### config.mk
export PLATFORM = sky130hd
export DESIGN_NAME = vmode_match
export DESIGN_NICKNAME = d
export VERILOG_FILES = /design/src/rtl/vmode_match_pkg.sv /design/src/rtl/vmode_match_dp.sv /design/src/rtl/vmode_match_ctrl.sv /design/src/rtl/vmode_match.sv
export SDC_FILE = /design/constraint.sdc
export NUM_CORES = 2
export LEC_CHECK = 0
export BUFFER_PORTS_ARGS = -buffer_cell sky130_fd_sc_hd__clkbuf_2
export CAP_MARGIN = 20
export CORE_MARGIN = 3
export CORE_UTILIZATION = 55
export CTS_CLUSTER_SIZE = 8
export DETAILED_ROUTE_END_ITERATION = 10
export PLACE_DENSITY = 0.73
export SETUP_SLACK_MARGIN = 0.2
export SKIP_CTS_REPAIR_TIMING = 1
export SYNTH_ARGS = -nofsm -noshare
export SYNTH_HDL_FRONTEND = slang
export SYNTH_SLANG_ARGS = --single-unit
### constraint.sdc
create_clock -name clk -period 4.8 [get_ports clk]
set_input_delay 0 -clock clk [delete_from_list [all_inputs] [get_ports clk]]
set_output_delay 0 -clock clk [all_outputs]
set_load 0.02 [all_outputs]
### src/rtl/vmode_match_pkg.sv
package vmode_match_pkg;

  typedef enum logic [1:0] {
    ST_IDLE  = 2'd0,
    ST_EXACT = 2'd1,
    ST_SIZE  = 2'd2
  } scanState_t;

  // strobes from control to datapath
  typedef struct packed {
    logic latchQry;
    logic finHit;
    logic finMiss;
  } scanStrobe_t;

endpackage

### src/rtl/vmode_match_dp.sv
module vmode_match_dp
  import vmode_match_pkg::*;
#(
  parameter int DEPTH = 8,
  parameter int HW    = 12,
  parameter int VW    = 12,
  parameter int FW    = 16,
  parameter int RW    = 8,
  parameter int CW    = 8,
  parameter int FLG_W = 3,
  localparam int IDX_W = $clog2(DEPTH),
  localparam int TIM_W = 4*HW + 4*VW + FW + RW
) (
  input  logic              clk,
  input  logic              rstN,
  input  logic              wrEn,
  input  logic [IDX_W-1:0]  wrIdx,
  input  logic              wrSupp,
  input  logic [FLG_W-1:0]  wrFlags,
  input  logic [TIM_W-1:0]  wrTiming,
  input  logic [CW-1:0]     wrCode,
  input  logic              disEn,
  input  logic [IDX_W-1:0]  disIdx,
  input  logic [IDX_W:0]    lkIdx,
  output logic              lkValid,
  output logic [FLG_W-1:0]  lkFlags,
  output logic [TIM_W-1:0]  lkTiming,
  output logic [CW-1:0]     lkCode,
  input  logic [TIM_W-1:0]  qryTiming,
  input  scanStrobe_t       strb,
  input  logic [IDX_W-1:0]  scanIdx,
  output logic              exactHit,
  output logic              sizeHit,
  output logic              resHit,
  output logic [CW-1:0]     resCode
);

  localparam int VACT_LSB = 4*HW;
  localparam logic [CW-1:0] NO_CODE = '1;

  logic [DEPTH-1:0] entSupp;
  logic [FLG_W-1:0] entFlags [DEPTH];
  logic [TIM_W-1:0] entTim   [DEPTH];
  logic [CW-1:0]    entCode  [DEPTH];
  logic [DEPTH-1:0] wrSel, disSel;

  // per-entry decode of the write and disable ports
  for (genvar g = 0; g < DEPTH; g++) begin : g_dec
    assign wrSel[g]  = wrEn  && (wrIdx  == IDX_W'(g));
    assign disSel[g] = disEn && (disIdx == IDX_W'(g));
  end

  always_ff @(posedge clk or negedge rstN) begin
    if (!rstN) begin
      entSupp <= '0;
      for (int i = 0; i < DEPTH; i++) begin
        entFlags[i] <= '0;
        entTim[i]   <= '0;
        entCode[i]  <= '0;
      end
    end else begin
      for (int i = 0; i < DEPTH; i++) begin
        if (wrSel[i]) begin
          entSupp[i]  <= wrSupp;
          entFlags[i] <= wrFlags;
          entTim[i]   <= wrTiming;
          entCode[i]  <= wrCode;
        end
        // disable overrides a same-cycle write to the same entry
        if (disSel[i]) entSupp[i] <= 1'b0;
      end
    end
  end

  // captured query
  logic [TIM_W-1:0] qTim;
  always_ff @(posedge clk or negedge rstN) begin
    if (!rstN)              qTim <= '0;
    else if (strb.latchQry) qTim <= qryTiming;
  end

  // one shared comparator on the entry under scan
  logic [TIM_W-1:0] selTim;
  logic             selSupp;
  assign selTim  = entTim[scanIdx];
  assign selSupp = entSupp[scanIdx];
  assign exactHit = selSupp && (selTim == qTim);
  assign sizeHit  = selSupp
                 && (selTim[HW-1:0] == qTim[HW-1:0])
                 && (selTim[VACT_LSB +: VW] == qTim[VACT_LSB +: VW]);

  always_ff @(posedge clk or negedge rstN) begin
    if (!rstN) begin
      resHit  <= 1'b0;
      resCode <= NO_CODE;
    end else if (strb.finHit) begin
      resHit  <= 1'b1;
      resCode <= entCode[scanIdx];
    end else if (strb.finMiss) begin
      resHit  <= 1'b0;
      resCode <= NO_CODE;
    end
  end

  // index lookup
  logic             lkInRange;
  logic [IDX_W-1:0] lkSel;
  assign lkInRange = lkIdx < (IDX_W+1)'(DEPTH);
  assign lkSel     = lkIdx[IDX_W-1:0];

  always_comb begin
    lkValid  = 1'b0;
    lkFlags  = '0;
    lkTiming = '0;
    lkCode   = '0;
    if (lkInRange) begin
      lkValid  = entSupp[lkSel];
      lkFlags  = entFlags[lkSel];
      lkTiming = entTim[lkSel];
      lkCode   = entCode[lkSel];
    end
  end

endmodule

### src/rtl/vmode_match_ctrl.sv
module vmode_match_ctrl
  import vmode_match_pkg::*;
#(
  parameter int DEPTH = 8,
  localparam int IDX_W = $clog2(DEPTH)
) (
  input  logic             clk,
  input  logic             rstN,
  input  logic             req,
  input  logic             exactHit,
  input  logic             sizeHit,
  output scanStrobe_t      strb,
  output logic [IDX_W-1:0] scanIdx,
  output logic             busy,
  output logic             done
);

  localparam logic [IDX_W-1:0] LAST_IDX = IDX_W'(DEPTH - 1);

  scanState_t       st, stNxt;
  logic [IDX_W-1:0] idx, idxNxt;
  logic             doneR;

  always_comb begin
    stNxt  = st;
    idxNxt = idx;
    strb   = '0;
    unique case (st)
      ST_IDLE: begin
        if (req) begin
          strb.latchQry = 1'b1;
          stNxt         = ST_EXACT;
          idxNxt        = '0;
        end
      end
      ST_EXACT: begin
        if (exactHit) begin
          strb.finHit = 1'b1;
          stNxt       = ST_IDLE;
        end else if (idx == LAST_IDX) begin
          stNxt  = ST_SIZE;
          idxNxt = '0;
        end else begin
          idxNxt = idx + 1'b1;
        end
      end
      ST_SIZE: begin
        if (sizeHit) begin
          strb.finHit = 1'b1;
          stNxt       = ST_IDLE;
        end else if (idx == LAST_IDX) begin
          strb.finMiss = 1'b1;
          stNxt        = ST_IDLE;
        end else begin
          idxNxt = idx + 1'b1;
        end
      end
      default: stNxt = ST_IDLE;
    endcase
  end

  always_ff @(posedge clk or negedge rstN) begin
    if (!rstN) begin
      st    <= ST_IDLE;
      idx   <= '0;
      doneR <= 1'b0;
    end else begin
      st    <= stNxt;
      idx   <= idxNxt;
      doneR <= strb.finHit | strb.finMiss;
    end
  end

  assign scanIdx = idx;
  assign busy    = (st != ST_IDLE);
  assign done    = doneR;

endmodule

### src/rtl/vmode_match.sv
module vmode_match
  import vmode_match_pkg::*;
#(
  parameter int DEPTH = 8,
  parameter int HW    = 12,
  parameter int VW    = 12,
  parameter int FW    = 16,
  parameter int RW    = 8,
  parameter int CW    = 8,
  parameter int FLG_W = 3,
  localparam int IDX_W = $clog2(DEPTH),
  localparam int TIM_W = 4*HW + 4*VW + FW + RW
) (
  input  logic              clk,
  input  logic              rstN,
  input  logic              wrEn,
  input  logic [IDX_W-1:0]  wrIdx,
  input  logic              wrSupp,
  input  logic [FLG_W-1:0]  wrFlags,
  input  logic [TIM_W-1:0]  wrTiming,
  input  logic [CW-1:0]     wrCode,
  input  logic              disEn,
  input  logic [IDX_W-1:0]  disIdx,
  input  logic [IDX_W:0]    lkIdx,
  output logic              lkValid,
  output logic [FLG_W-1:0]  lkFlags,
  output logic [TIM_W-1:0]  lkTiming,
  output logic [CW-1:0]     lkCode,
  input  logic              req,
  input  logic [TIM_W-1:0]  qryTiming,
  output logic              busy,
  output logic              done,
  output logic              hit,
  output logic [CW-1:0]     code
);

  scanStrobe_t      strb;
  logic [IDX_W-1:0] scanIdx;
  logic             exactHit, sizeHit;

  vmode_match_ctrl #(.DEPTH(DEPTH)) ctrl_i (
    .clk(clk), .rstN(rstN), .req(req),
    .exactHit(exactHit), .sizeHit(sizeHit),
    .strb(strb), .scanIdx(scanIdx), .busy(busy), .done(done)
  );

  vmode_match_dp #(
    .DEPTH(DEPTH), .HW(HW), .VW(VW), .FW(FW), .RW(RW), .CW(CW), .FLG_W(FLG_W)
  ) dp_i (
    .clk(clk), .rstN(rstN),
    .wrEn(wrEn), .wrIdx(wrIdx), .wrSupp(wrSupp), .wrFlags(wrFlags),
    .wrTiming(wrTiming), .wrCode(wrCode),
    .disEn(disEn), .disIdx(disIdx),
    .lkIdx(lkIdx), .lkValid(lkValid), .lkFlags(lkFlags),
    .lkTiming(lkTiming), .lkCode(lkCode),
    .qryTiming(qryTiming), .strb(strb), .scanIdx(scanIdx),
    .exactHit(exactHit), .sizeHit(sizeHit),
    .resHit(hit), .resCode(code)
  );

endmodule

## Yosys cells after proc, flatten, opt, wreduce, memory -nomap -nowiden

Index checks and enable logic that the tools add are counted.

| storage, ports and cells | value |
|---|---|
| bits of input ports | 267 |
| logic and storage cells | 171 |
| output and inout port bits | 143 |
| flip-flop bits (word level) | 1191 |

| operators by class | value |
|---|---|
| mux-type cells | 63 |
| add/sub/neg operators | 1 |
| bitwise logic cells | 3 |
| order comparisons | 5 |
| equality and inequality tests | 26 |
| reductions and logical operators | 35 |

Operators with widths:

| cell | count |
|---|---|
| 120-bit binary-select mux with 3-bit select | 2 |
| 120-bit 2-to-1 mux | 5 |
| 120-bit equality test | 1 |
| 8-bit 2-to-1 mux | 7 |
| 8-bit binary-select mux with 3-bit select | 2 |
| 1-bit 2-to-1 mux | 28 |
| 3-bit equality test, second input constant | 9 |
| 12-bit equality test | 2 |
| 3-bit 2-to-1 mux | 8 |
| 2-bit nonzero test | 10 |
| 1-bit logical AND | 19 |
| 3-bit by 2-bit equality test with 1-bit output, second input constant | 4 |
| 2-bit 2-to-1 mux | 5 |
| 3-bit binary-select mux with 3-bit select | 1 |
| 3-bit one-hot mux with 3 select lines | 1 |
| 4-bit greater-or-equal comparator, second input constant | 2 |
| 3-bit by 4-bit less-than comparator with 1-bit output, second input constant | 2 |
| 2-bit inequality test, second input constant | 4 |
| 3-bit NOT with 4-bit output | 2 |
| 1-bit binary-select mux with 3-bit select | 2 |
| 3-bit by 1-bit equality test with 1-bit output, second input constant | 2 |
| 3-bit logical NOT | 2 |
| 3-bit by 1-bit inequality test with 1-bit output, second input constant | 2 |
| 2-bit one-hot mux with 3 select lines | 1 |
| 10 further kinds | 10 |

## Depth between registers and ports, before layout

| logic depth | value |
|---|---|
| depth in word-level cells | 11 |
| mapped depth | 17 |
| mapped depth without buffers | 9 |

## By module

Synthesis repeated with hierarchy kept, for this count alone.

| second synthesis, totals | value |
|---|---|
| cells, all modules | 3854 |
| area total of the unflattened synthesis | 61123.6 sq um |

Modules (own cells, without submodules):

| module | area an instance (sq um) | instances | cells each | seq. area each (sq um) |
|---|---|---|---|---|
| vmode_match_dp | 60689.5 | 1 | 3813 | 29663.4 |
| vmode_match_ctrl | 434.2 | 1 | 41 | 150.1 |

## Worst setup path before layout

Ideal clock, no wire load.

| timing path | value |
|---|---|
| path kind | register -> register |
| start point | register ctrl_i.idx[1], in the netlist ctrl_i.scanIdx[1] |
| end point | register ctrl_i.idx[0], in the netlist ctrl_i.scanIdx[0] |
| stages on the path, launching flop included | 16 |
| path buffers | 7 |
| data required time | 4.675 ns |
| library setup time | 0.125 ns |
| clock period less this slack | 3.466 ns |
| path slack | 1.334 ns |
| arrival | 3.341 ns |
| cell sequence | dfrtp_1 -> buf_6 -> buf_8 -> buf_8 -> buf_6 -> buf_4 -> buf_4 -> buf_4 -> mux4_2 -> o21ai_0 -> xor2_1 -> nand4_1 -> nor4_2 -> nand4_2 -> o31ai_4 -> mux2_4 |

| between the ends | value |
|---|---|
| word-level cells in the longest chain between the ends | 9 |
| elaborated cells on any way between the ends | 20 |
| those cells by class | 7 x eq/ne; 8 x mux; 1 x bitwise; 4 x reduce/logical |

RTL lines:

| element | line | text |
|---|---|---|
| start: declaration | vmode_match_ctrl.sv:21 | `logic [IDX_W-1:0] idx, idxNxt;` |
| start signal: assignment | vmode_match_ctrl.sv:69 | `idx <= idxNxt;` |
| branches (longest 9 deep; another with 120-bit binary-select mux with 3-bit select) | n/a |  |

Parallel ways; which one is timed is not known. The select of a mux whose other input is x is not followed.
A chain may end at the register's enable or synchronous reset.

## Worst setup path in the final report

| timing path | value |
|---|---|
| start point | register ctrl_i.idx[0], in the netlist ctrl_i.scanIdx[0] |
| end point | register ctrl_i.idx[1], in the netlist ctrl_i.scanIdx[1] |

The elaborated chain is that of the path after synthesis.

==> flow_summary_export.csv <==
group,metric,value,unit
run_status,outcome,"finished with violations",
run_status,violations,"hold timing",
yosys,avgSynthCellArea,14.9,um2
routing,final_routed_wirelength,190000,um
floorplanning,die_w,341,um
yosys,yosys_warnings,0,
timing,tightestPinTransition,1.13,ns
setup_path,timing.critical_path.to_type,"flip-flop",
yosys,synth_flop_cell,"sky130_fd_sc_hd__dfrtp_1",
floorplanning,die_h,341,um
cells_and_area,final_cell_count_no_fill,6345,
global_routing,grt_usage,0.324,
timing,slew_viol_final,0,
routing,vias_per_cell,6.56,
global_routing,number_of_antenna_violations_at_the_first_check_in_global_routing,28,
cts,cts_tree,"yes",
timing,layout_worst_path_cycle_share,0.943,
placement,detailedPlacementHpwl,119000,um
setup_path,ff2ff_setup_slack,0.28,ns
timing,worst_skew,0.0268,ns
routing,drt_first_pass_iters,5,
floorplanning,core_area,111000,um2
timing,setup_viol,0,
floorplanning,design.die.area,117000,um2
setup_path,worst-r2r-cell-count,12,
cells_and_area,area_delta_synth_final,17.9,%
timing,finalCriticalPeriod,4.52,ns
floorplanning,number_of_ports_placed_on_the_die_boundary,410,
cts,clockBufferDepth,3,
cts,htree_num_levels,4,
routing,drt_drc_violations_left,0,
power,worst_ir_drop_vdd,0.432,mV
cells_and_area,drive_gt1_frac,0.487,
setup_path,critPathArrivalTime,5.17,ns
yosys,synth-edff-count,0,
yosys,area_share_of_the_largest_cell_type_after_synthesis,0.479,
timing,whs,-0.000119,ns
power,power.density,508,nW/um2
setup_path,worst_r2r_startpoint,"ctrl_i.scanIdx[0]",
yosys,netlist_instances,4159,
timing,report.final.hold_viol_count,1,
routing,initialDrtViolationCount,3700,
floorplanning,fp-row-count,122,
flow_run,maximum_capacitance_violations,0,
setup_path,critical_path.startpoint_type,"flip-flop",
routing,detailroute.via_count,41594,
setup_path,worst_setup_path_startpoint,"ctrl_i.scanIdx[0]",
global_routing,grt_max_degree,142,
placement,portBuffers,409,
power,power_leakage,30.3,nW
cts,clk_transition_reported_paths,0.05,ns
yosys,ys_async_sr_fraction,1.00,
placement,place_inst,5861,
yosys,summed_instance_area_of_the_synthesized_netlist,61800,um2
setup_path,crit_path_end,"ctrl_i.scanIdx[1]",
cts,cts-root-buf,"sky130_fd_sc_hd__clkbuf_16",
cts,cts_made_buffers,167,
placement,gpl.final_weighted_congestion,0.884,
yosys,synth.top_cells.by_area,"sky130_fd_sc_hd__dfrtp_1, sky130_fd_sc_hd__mux2_2, sky130_fd_sc_hd__mux4_2, sky130_fd_sc_hd__mux2i_1, sky130_fd_sc_hd__clkbuf_1",
cts,total_clock_sinks,1191,
yosys,yosys_register_bits,1191,
yosys,synthDistinctLibCells,63,
yosys,synth_nets,4432,
worst_hold_path,min-delay-path-class,"in -> reg",
global_routing,first_global_vias,42037,
routing,wl_per_cell,30.0,um
timing,achievable-frequency,0.221,GHz
yosys,yosys.area.top_type,"sky130_fd_sc_hd__dfrtp_1",
global_routing,first_pass_grt_wire_length,281000,um
floorplanning,floorplan.initialDensity,0.557,
timing,final.setup.tns,0,ns
global_routing,globalRoute.totalOverflow,0,
timing,rsz0062_at_grt,"no",
routing,ant_nets,0,
setup_path,cp.required,5.45,ns
cts,clk_latency,0.76,ns
setup_path,crit-reg2reg-capture,"ctrl_i.scanIdx[1]",
cells_and_area,filler_cell_count,8075,
setup_path,timing_worst_setup_path_type,"reg -> reg",
timing,slew_headroom,0.247,
cells_and_area,num-nets-final,5082,
yosys,proportion_of_synthesized_chip_area_in_sequential_cells,0.482,
setup_path,critical_path.max_fanout,23,
==> flip-flops by register name, indices dropped and copies added, names as in the netlist, 2 cells and up <==
register,cells
ctrl_i.st,2
dp_i.entCode,64
dp_i.entSupp,8
dp_i.entTim,960
dp_i.qTim,120
dp_i.resCode,8
dp_i.entFlags,24
ctrl_i.scanIdx,3
==> per-stage QoR <==
step | power, mW | setup slack (ns) | utilization | instance area [um2]
detailed placement | 26.2 | 0.229 | 0.591 | 65700
finish | 37.0 | 0.275 | 0.656 | 72900
floorplan | 21.8 | 1.33 | - | 61800
global route | 38.5 | 0.272 | 0.656 | 72900
CTS | 36.8 | 0.209 | 0.631 | 70200
global placement | 25.9 | 0.148 | 0.591 | 65700
==> critical path, stage by stage (launching register included) <==
cell and delay (ns):
sky130_fd_sc_hd__dfrtp_4 0.82, sky130_fd_sc_hd__nor2b_4 0.66, sky130_fd_sc_hd__buf_4 0.33, sky130_fd_sc_hd__a22oi_1 0.12, sky130_fd_sc_hd__a21o_1 0.21, sky130_fd_sc_hd__a21oi_1 0.58, sky130_fd_sc_hd__nand4_1 0.19, sky130_fd_sc_hd__nor4_1 0.31
sky130_fd_sc_hd__buf_4 0.17, sky130_fd_sc_hd__nand4_2 0.18, sky130_fd_sc_hd__buf_12 0.21, sky130_fd_sc_hd__o31ai_4 0.27, sky130_fd_sc_hd__mux2_4 0.33
==> cells by family after synthesis <==
kind of cell | synth area share
mux | 0.431
flops | 0.482
simple gates | 0.0268
buf+inv | 0.0247
compound gates | 0.0274
xor+xnor | 0.00694
fa+ha+maj | 0.00121
==> layer usage <==
metal  part of all wire  up-vias  wire (um)  track usage
met5            0.00028        -         54            0
li1                   -    17189          -            -
met1               0.41    22202      78600        0.448
met2               0.47     1796      88500        0.498
met3              0.084      397      16000       0.0792
met4              0.037       10       7120        0.125
==> cell type report <==
class,instances,area (um2),area share
multi-input combinational,2643,30600,0.419
sequential,1191,29800,0.409
timing repair buffer,797,6130,0.0841
clock buffer,185,4330,0.0594
tap,1488,1860,0.0255
clock inverter,9,120,0.00165
antenna,23,57.6,0.000789
inverter,9,33.8,0.000463
==> Yosys cell counts, types with 17 or more instances <==
master,count
sky130_fd_sc_hd__a21oi_1,24
sky130_fd_sc_hd__a22o_1,30
sky130_fd_sc_hd__a22oi_1,61
sky130_fd_sc_hd__buf_1,52
sky130_fd_sc_hd__buf_2,27
sky130_fd_sc_hd__buf_4,32
sky130_fd_sc_hd__clkbuf_1,188
sky130_fd_sc_hd__dfrtp_1,1183
sky130_fd_sc_hd__mux2_2,1212
sky130_fd_sc_hd__mux2i_1,397
sky130_fd_sc_hd__mux4_2,399
sky130_fd_sc_hd__nand2_1,19
sky130_fd_sc_hd__nand4_1,17
sky130_fd_sc_hd__nor2_1,175
sky130_fd_sc_hd__nor3_1,33
sky130_fd_sc_hd__o21ai_0,37
sky130_fd_sc_hd__o22ai_1,25
sky130_fd_sc_hd__xnor2_1,30
sky130_fd_sc_hd__xor2_1,19
==> placed cells by master, fill, tap and decap left out, drive strengths merged, types with 12 or more instances in the layout <==
cell / instances
xor2: 19
xnor2: 30
nor3: 33
a22o: 30
nor2: 175
mux2i: 397
o22ai: 25
clkbuf: 589
o21ai: 37
o21a: 14
dlygate4sd3: 266
nor2b: 16
mux2: 1215
a21oi: 24
diode: 23
or3: 12
inv: 13
buf: 127
a22oi: 61
nand4: 18
mux4: 399
dfrtp: 1183
nand2: 19
==> how the worst min path moves through the flow <==
stage,start,end,slack [ns],cells after the start
3_3_place_gp,rstN,dp_i.qTim[10],0.09,1
5_1_grt,qryTiming[48],dp_i.qTim[48],-0.0009,3
6_report,wrEn,dp_i.entTim[373],-0.0001,5
4_1_cts,rstN,dp_i.entTim[776],-0.70,1
3_5_place_dp,rstN,dp_i.entTim[776],0.1,1
2_1_floorplan,rstN,ctrl_i.done,-0.30,0
==> report_power, final <==
| part | leakage (nW) | total, mW | internal, mW | switching (mW) |
|---|---|---|---|---|
| clock network | 2.18 | 10.5 | 6.27 | 4.24 |
| logic | 13.9 | 11.7 | 5.98 | 5.71 |
| registers | 14.3 | 14.8 | 12.6 | 2.25 |
| total | 30.3 | 37.0 | 24.8 | 12.2 |
(Power assumes the default switching activity.)
